<file path="src/rtl/shrot_pkg.sv">
package shrot_pkg;
   typedef enum logic [2:0] {
      OP_PASS = 3'd0,
      OP_SHL  = 3'd1,
      OP_SHR  = 3'd2,
      OP_SAR  = 3'd3,
      OP_ROL  = 3'd4,
      OP_ROR  = 3'd5,
      OP_RCL  = 3'd6,
      OP_RCR  = 3'd7
   } shrot_op_e;

   localparam int unsigned OP_W = 3;
endpackage

</file>
<file path="src/rtl/shrot_lane.sv">
module shrot_lane
   import shrot_pkg::*;
#(
   parameter int unsigned W = 8
) (
   input  shrot_op_e  op,
   input  logic [W-1:0] d,
   input  logic         c,
   output logic [W-1:0] q,
   output logic         co
);
   localparam int unsigned MSB = W - 1;

   if (W < 2) begin : g_bad_w
      $error("shrot_lane: W must be at least 2");
   end

   always_comb begin
      q  = d;
      co = c;
      case (op)
         OP_SHL: begin q = {d[MSB-1:0], 1'b0};   co = d[MSB]; end
         OP_SHR: begin q = {1'b0, d[MSB:1]};     co = d[0];   end
         OP_SAR: begin q = {d[MSB], d[MSB:1]};   co = d[0];   end
         OP_ROL: begin q = {d[MSB-1:0], d[MSB]}; co = d[MSB]; end
         OP_ROR: begin q = {d[0], d[MSB:1]};     co = d[0];   end
         OP_RCL: begin q = {d[MSB-1:0], c};      co = d[MSB]; end
         OP_RCR: begin q = {c, d[MSB:1]};        co = d[0];   end
         default: begin q = d; co = c; end
      endcase
   end
endmodule

</file>
<file path="src/rtl/shrot_stage.sv">
module shrot_stage #(
   parameter int unsigned W          = 16,
   parameter bit          REGISTERED = 1'b1
) (
   input  logic         clk,
   input  logic         rst_n,
   input  logic [W-1:0] d_in,
   input  logic         c_in,
   output logic [W-1:0] d_out,
   output logic         c_out
);
   if (REGISTERED) begin : g_reg
      always_ff @(posedge clk or negedge rst_n) begin
         if (!rst_n) begin
            d_out <= '0;
            c_out <= 1'b0;
         end else begin
            d_out <= d_in;
            c_out <= c_in;
         end
      end
   end else begin : g_comb
      assign d_out = d_in;
      assign c_out = c_in;
   end
endmodule

</file>
<file path="src/rtl/shrot_unit.sv">
module shrot_unit
   import shrot_pkg::*;
#(
   parameter int unsigned DATA_W     = 16,
   parameter int unsigned NARROW_W   = 8,
   parameter bit          REGISTERED = 1'b1
) (
   input  logic              clk,
   input  logic              rst_n,
   input  logic [2:0]        op_i,
   input  logic              wide_i,
   input  logic [DATA_W-1:0] data_i,
   input  logic              carry_i,
   output logic [DATA_W-1:0] result_o,
   output logic              carry_o
);
   localparam int unsigned UPPER_W = DATA_W - NARROW_W;

   if (NARROW_W < 2 || NARROW_W >= DATA_W) begin : g_bad_widths
      $error("shrot_unit: NARROW_W must lie in [2, DATA_W)");
   end

   shrot_op_e         op;
   logic [NARROW_W-1:0] nq;
   logic                nc;
   logic [DATA_W-1:0]   wq;
   logic                wc;
   logic [DATA_W-1:0]   sel_q;
   logic                sel_c;

   assign op = shrot_op_e'(op_i);

   shrot_lane #(.W(NARROW_W)) u_lane_narrow (
      .op (op),
      .d  (data_i[NARROW_W-1:0]),
      .c  (carry_i),
      .q  (nq),
      .co (nc)
   );

   shrot_lane #(.W(DATA_W)) u_lane_wide (
      .op (op),
      .d  (data_i),
      .c  (carry_i),
      .q  (wq),
      .co (wc)
   );

   logic [UPPER_W-1:0] upper_keep;
   assign upper_keep = data_i[DATA_W-1:NARROW_W];

   always_comb begin
      if (wide_i) begin
         sel_q = wq;
         sel_c = wc;
      end else begin
         sel_q = {upper_keep, nq};
         sel_c = nc;
      end
   end

   shrot_stage #(.W(DATA_W), .REGISTERED(REGISTERED)) u_stage (
      .clk   (clk),
      .rst_n (rst_n),
      .d_in  (sel_q),
      .c_in  (sel_c),
      .d_out (result_o),
      .c_out (carry_o)
   );
endmodule

</file>
<file path="config.mk">
export PLATFORM = sky130hd
export DESIGN_NAME = shrot_unit
export DESIGN_NICKNAME = d
export VERILOG_FILES = /design/src/rtl/shrot_pkg.sv /design/src/rtl/shrot_lane.sv /design/src/rtl/shrot_stage.sv /design/src/rtl/shrot_unit.sv
export SDC_FILE = /design/constraint.sdc
export NUM_CORES = 1
export LEC_CHECK = 0
export BUFFER_PORTS_ARGS = -buffer_cell sky130_fd_sc_hd__buf_2
export CAP_MARGIN = 10
export CORE_UTILIZATION = 45
export DETAILED_ROUTE_END_ITERATION = 8
export MAX_ROUTING_LAYER = met4
export PLACE_DENSITY = 0.73
export SETUP_SLACK_MARGIN = 0.3
export SLEW_MARGIN = 20
export SYNTH_ARGS = -nofsm -noshare
export SYNTH_HDL_FRONTEND = slang
export SYNTH_SLANG_ARGS = --single-unit
</file>
<file path="constraint.sdc">
create_clock -name clk -period 0.8 [get_ports clk]
set_input_delay 0.12 -clock clk [delete_from_list [all_inputs] [get_ports clk]]
set_output_delay 0.12 -clock clk [all_outputs]
set_load 0.05 [all_outputs]
</file>
==> summary.txt, run 1 <==
status = finished, violations left
failing checks = negative hold slack, negative setup slack
I/O Pins = 40
H-tree depth = 1
Avg WL per Cell = 20.73 um
Final HPWL DP = 1985 um
initial antenna violation count = 0
pin count of the biggest net entering global routing = 18
Tot Pwr = 2865 uW
Crit. End Element = output port
die area = 2533 um^2
WHS = -0.2824 ns
RSZ-0062 raised after global routing = true
TNS Setup = -2.956 ns
Iter 0 DRT Violations = 61
synthesized area per cell = 9.219 um^2
area occupied by multi-input gates = 802.0 um^2
area grow syn2layout = 90.83%
clock root buffer = clkbuf_4
EDFF count, synth = 0
Post-synth top flop = dfrtp_1
CP max FO = 1
vias in the first global route = 1,115
Synth Cell Area = 1051 um^2
area share of the largest cell type after synthesis = 40.48%
Syn Nets = 137
Pins Over Slew Limit = 0
first-pass GRT wire length = 5333 um
Worst EP required = 0.68 ns
Chip Height = 50.33 um
setup ws final = -0.2078 ns
cell with the most instances after synthesis = dfrtp_1
WL final = 4249 um
Remaining Overflow, GRT = 0
# Max-Cap Violations = 0
CP max stage delay = 0.43 ns
Worst-path clk slew = 0.10 ns
Least-Margin Pin Slew = 0.3735 ns
starting density of the core = 47.51%
post-route insts no fill = 205
critical path startpoint category = register
core area = 2212 um^2
TritonCTS Buffers = 3
# setup viols final = 18
WP buf/inv = 1
GR Util All Layers = 29.47%
CTS tree = done
die width = 50.33 um
PD cells = 1428 nW/um^2
Min Clock Period, post-route = 1.008 ns
port bufs = 39
Seq cells post-synth = 17
Hold Fails Final Rpt = 17
Remaining DRCs = 0
Post-synth ARST share = 100.0%
CP max stage cell = dfrtp_2
worst rel slew slack = 75.10%
Placement Cell Area = 1461 um^2
Max VDD drop = 1.066 mV
commonest cells in the netlist = dfrtp_1 (17), mux2i_1 (12), nand2_1 (12)
antenna-violating nets left = 0
Synthesis Warnings = 0
ant diodes = 0
period utilization = 126.0%
Tightest Hold Check Type = in2async
cell accounting for the most synthesized area = dfrtp_1
fraction of layout cells with a size suffix above 1 = 73.45%
Final #Nets = 201
FMAX = 992.3 MHz
ranking of synthesized cells by area = dfrtp_1 (40%), mux2i_1 (11%), a211oi_1 (6.4%), a22oi_1 (5.0%), a21oi_1 (4.8%)
distinct cell type count after synthesis = 29
cell count after synthesis = 114
fill count = 80
crit path from = u_stage.d_out[0]$_DFF_PN0_
crit path DAT = 0.89 ns
crit-path cells = buf_6
CP top delay family = flip-flops
register area share after synthesis = 40.48%
vias = 1,289
post-placement cell count = 191
Setup CP Type = reg2out
Static Leak = 0.0008798 uW
Pre-antenna DRT Iters = 4
CTS sink cnt = 17
Clock Path Buffers = 2
cell row count = 17
Via density = 6.288
gpl congestion = 0.9791
Design Area, Final = 2006 um^2
Reg area = 442.9 um^2
cell type report:
cell class / instances / area share [%]
Clock buffer: 3 / 1.123
Tap cell: 28 / 1.747
Clock inverter: 1 / 0.2495
Sequential cell: 17 / 22.08
Timing Repair Buffer: 68 / 34.00
Multi-Input combinational cell: 85 / 39.99
Inverter: 3 / 0.8110
worst paths after layout:
check / to / cells past startpoint
setup / recovery: result_o[0] / 1
hold / removal: u_stage.d_out[3]$_DFF_PN0_ / 1
max in group asynchronous: u_stage.d_out[14]$_DFF_PN0_ / 1
min in group clk: u_stage.d_out[12]$_DFF_PN0_ / 3
placed cells by master (no fill, tap or decap), drive strengths merged, types with 3 or more instances in the layout:
cell    synthesis  final
a211oi          9      9
dfrtp          17     17
nor2           10     10
nand2          12     12
a22oi           7      7
clkbuf          0      3
inv             3      3
a21oi          10     10
buf             9     68
mux2i          12     12
o21ai          11     11
flip-flops by register name, summed over array words and instances, names as in the netlist:
name,flops
u_stage.d_out,16
u_stage.c_out,1
through the flow:
step	utilization, %	setup WS [ns]	hold slack [ns]
finish	90.67	-0.2078	-0.2824
global route	90.67	-0.2320	-0.2680
CTS	83.31	-0.1945	-0.2633
detailed placement	66.06	-0.2998	0.05742
global placement	66.06	-0.2805	0.04839
floorplan	-	-0.1154	-0.1756
metal layers:
layer / global-route usage [%] / vias up / part of all wire [%]
li1: - / 557 / -
met1: 37.24 / 633 / 40
met2: 45.11 / 79 / 49
met3: 5.455 / 20 / 6.1
met4: 14.81 / 0 / 4.5
met5: - / - / 0
cell families (layout without fill, tap and decap cells):
logic type / Yosys count / after routing / synth area share, %
flip-flops: 17 / 17 / 40.48
AO/OA/AOI/OAI: 46 / 46 / 30.12
buffers and inverters: 12 / 75 / 6.786
AND/OR/NAND/NOR: 26 / 26 / 10.36
multiplexers: 12 / 12 / 11.43
XOR/XNOR: 1 / 1 / 0.8335
power by group:
group          internal [uW]  total, uW  switching, uW
clock                    187        467            280
sequential               957        998           41.6
combinational            588       1400            812
repair_timing:
action                                 in CTS  in global routing
setup endpoints to repair                  34                 34
pin swaps                                  20                  8
endpoints found under the hold margin      17                 17
gates resized for setup                    79                 31
buffers inserted                            4                  4
cloned                                      2                  0
(Power assumes the default switching activity.)
==> run 2, diff against run 1 <==
- PLACE_DENSITY: 0.73 -> 0.74
- SKIP_LAST_GASP: default -> 1
==> run 2 against run 1 <==
Net effect: the run still ends with negative hold slack, negative setup slack left; global-route usage decreased by 0.14 points; sequential share of layout area increased by 2.0 points; worst hold slack got worse by 0.0083 ns; setup slack improved by 0.013 ns; clock power about the same; combinational power decreased by 9%; fmax increased by 1.3%; via count decreased by 8.4%; flip-flop and latch count unchanged; non-clock buffer count decreased by 9; critical path type unchanged; largest cell class unchanged.
==> summary.txt, run 2 (synthesis gave the netlist of run 1 again) <==
status = finished, violations left
failing checks = negative hold slack, negative setup slack
FMAX = 1005 MHz
Chip Height = 50.33 um
Avg WL per Cell = 18.18 um
setup ws final = -0.1949 ns
largest reg by FF count = u_stage.d_out
P_sw = 1073 uW
WP buf/inv = 1
crit path capture = result_o[0]
CP top delay family = flip-flops
Final #Nets = 192
Min Clock Period, post-route = 0.9949 ns
I/O Pins = 40
PD cells = 1492 nW/um^2
TritonCTS Buffers = 3
pin count of the biggest net entering global routing = 18
gpl congestion = 0.9680
Setup WS pre-CTS = -0.3643 ns
# setup viols final = 17
CTS sink cnt = 17
fill count = 120
critical path startpoint category = register
first-pass GRT wire length = 5264 um
Sw Ratio = 39.15%
vias in the first global route = 1,138
Hold Fails Final Rpt = 17
cell depth of the worst setup path = 1
Clk pwr share = 17.1%
Static Leak = 0.0007778 uW
H-tree depth = 1
CP max stage delay = 0.42 ns
GR Util All Layers = 29.33%
Worst-path clk slew = 0.10 ns
CP max stage cell = dfrtp_2
die width = 50.33 um
Remaining DRCs = 0
Final HPWL DP = 1841 um
Clock Path Buffers = 2
Pins Over Slew Limit = 0
Pre-antenna DRT Iters = 4
Tot Pwr = 2741 uW
Seq pwr share = 36.5%
crit path DAT = 0.87 ns
WL final = 3563 um
Worst EP required = 0.68 ns
area grow syn2layout = 74.76%
commonest non-fill, non-tap cell in the layout = buf_6
starting density of the core = 47.51%
# Max-Cap Violations = 0
crit path from = u_stage.d_out[0]$_DFF_PN0_
initial antenna violation count = 0
Remaining Overflow, GRT = 0
post-route insts no fill = 196
crit-path cells = buf_6
Via density = 6.026
max FFs per register = 16
fraction of layout cells with a size suffix above 1 = 66.07%
Crit. End Element = output port
Least-Margin Pin Slew = 0.3720 ns
clock root buffer = clkbuf_4
worst rel slew slack = 74.97%
combinational share of power = 46.4%
most frequent cells in the layout = buf_6 (24), buf_2 (18), dfrtp_2 (14), nand2_1 (12), buf_4 (10)
die area = 2533 um^2
ant diodes = 0
CP max FO = 1
cell row count = 17
period utilization = 124.4%
Max VDD drop = 1.212 mV
vias = 1,181
WHS = -0.2907 ns
post-placement cell count = 188
core area = 2212 um^2
RSZ-0062 raised after global routing = true
antenna-violating nets left = 0
Tightest Hold Check Type = in2async
fin util = 83.03%
Regs by FF count = u_stage.d_out x16, u_stage.c_out x1
CTS tree = done
Setup CP Type = reg2out
port bufs = 39
Iter 0 DRT Violations = 39
Int Power = 1668 uW
==> run 2: cell count changes in the layout (fill, tap and decap cells not counted), moves of 4 or more <==
cell / delta
o21ai_2: -5
a22oi_2: +4
a22oi_1: -4
nand2_1: +8
buf_4: -6
o21ai_1: +4
nand2_4: -7
==> run 2: how the worst min path moves through the flow <==
stage           from                           to  slack, ns  cells after the start
2_1_floorplan  rst_n      u_stage.c_out$_DFF_PN0_      -0.18                      0
4_1_cts        rst_n   u_stage.d_out[3]$_DFF_PN0_      -0.27                      1
6_report       rst_n   u_stage.d_out[3]$_DFF_PN0_      -0.29                      1
3_3_place_gp   rst_n   u_stage.d_out[3]$_DFF_PN0_       0.04                      1
5_1_grt        rst_n  u_stage.d_out[10]$_DFF_PN0_      -0.27                      1
3_5_place_dp   rst_n   u_stage.d_out[3]$_DFF_PN0_       0.05                      1
==> run 2: area by class of cell <==
type	instances	area, um^2	area share (%)
clock buffers	3	22.52	1.226
flip-flops and latches	17	442.9	24.11
inverters	3	16.27	0.8856
multi-input cells	85	742.0	40.40
well taps	28	35.03	1.907
repair buffers	59	573.1	31.20
clock inverters	1	5.005	0.2725
==> run 2: per-layer routing <==
layer | vias up | track usage [%] | wire, um
li1 | 534 | - | -
met1 | 576 | 35.91 | 1442
met2 | 61 | 47.78 | 1817
met3 | 10 | 3.636 | 178
met4 | 0 | 14.35 | 125
met5 | - | - | 0
==> run 2: what timing repair did <==
item / 4_1_cts / 5_1_grt
gates resized for setup: 74 / 15
endpoints found under the setup margin: 34 / 34
gates cloned: 1 / 0
setup buffers: 2 / 1
pin swaps: 8 / 12
endpoints found under the hold margin: 17 / 17
==> run 2: stage by stage <==
stage	hold slack (ns)	area [um^2]	setup TNS (ns)
2_1_floorplan	-0.1756	1150	-1.673
3_3_place_gp	0.04381	1426	-4.654
3_5_place_dp	0.04956	1426	-5.102
4_1_cts	-0.2743	1768	-2.929
5_1_grt	-0.2651	1837	-3.387
6_report	-0.2907	1837	-2.982
==> run 2: power groups by stage <==
stage | clock network [uW] | registers (uW) | logic [uW]
finish | 470 | 1000 | 1270
global route | 511 | 1010 | 1330
CTS | 464 | 997 | 1170
detailed placement | 0 | 992 | 929
global placement | 0 | 989 | 916
floorplan | 0 | 1320 | 333
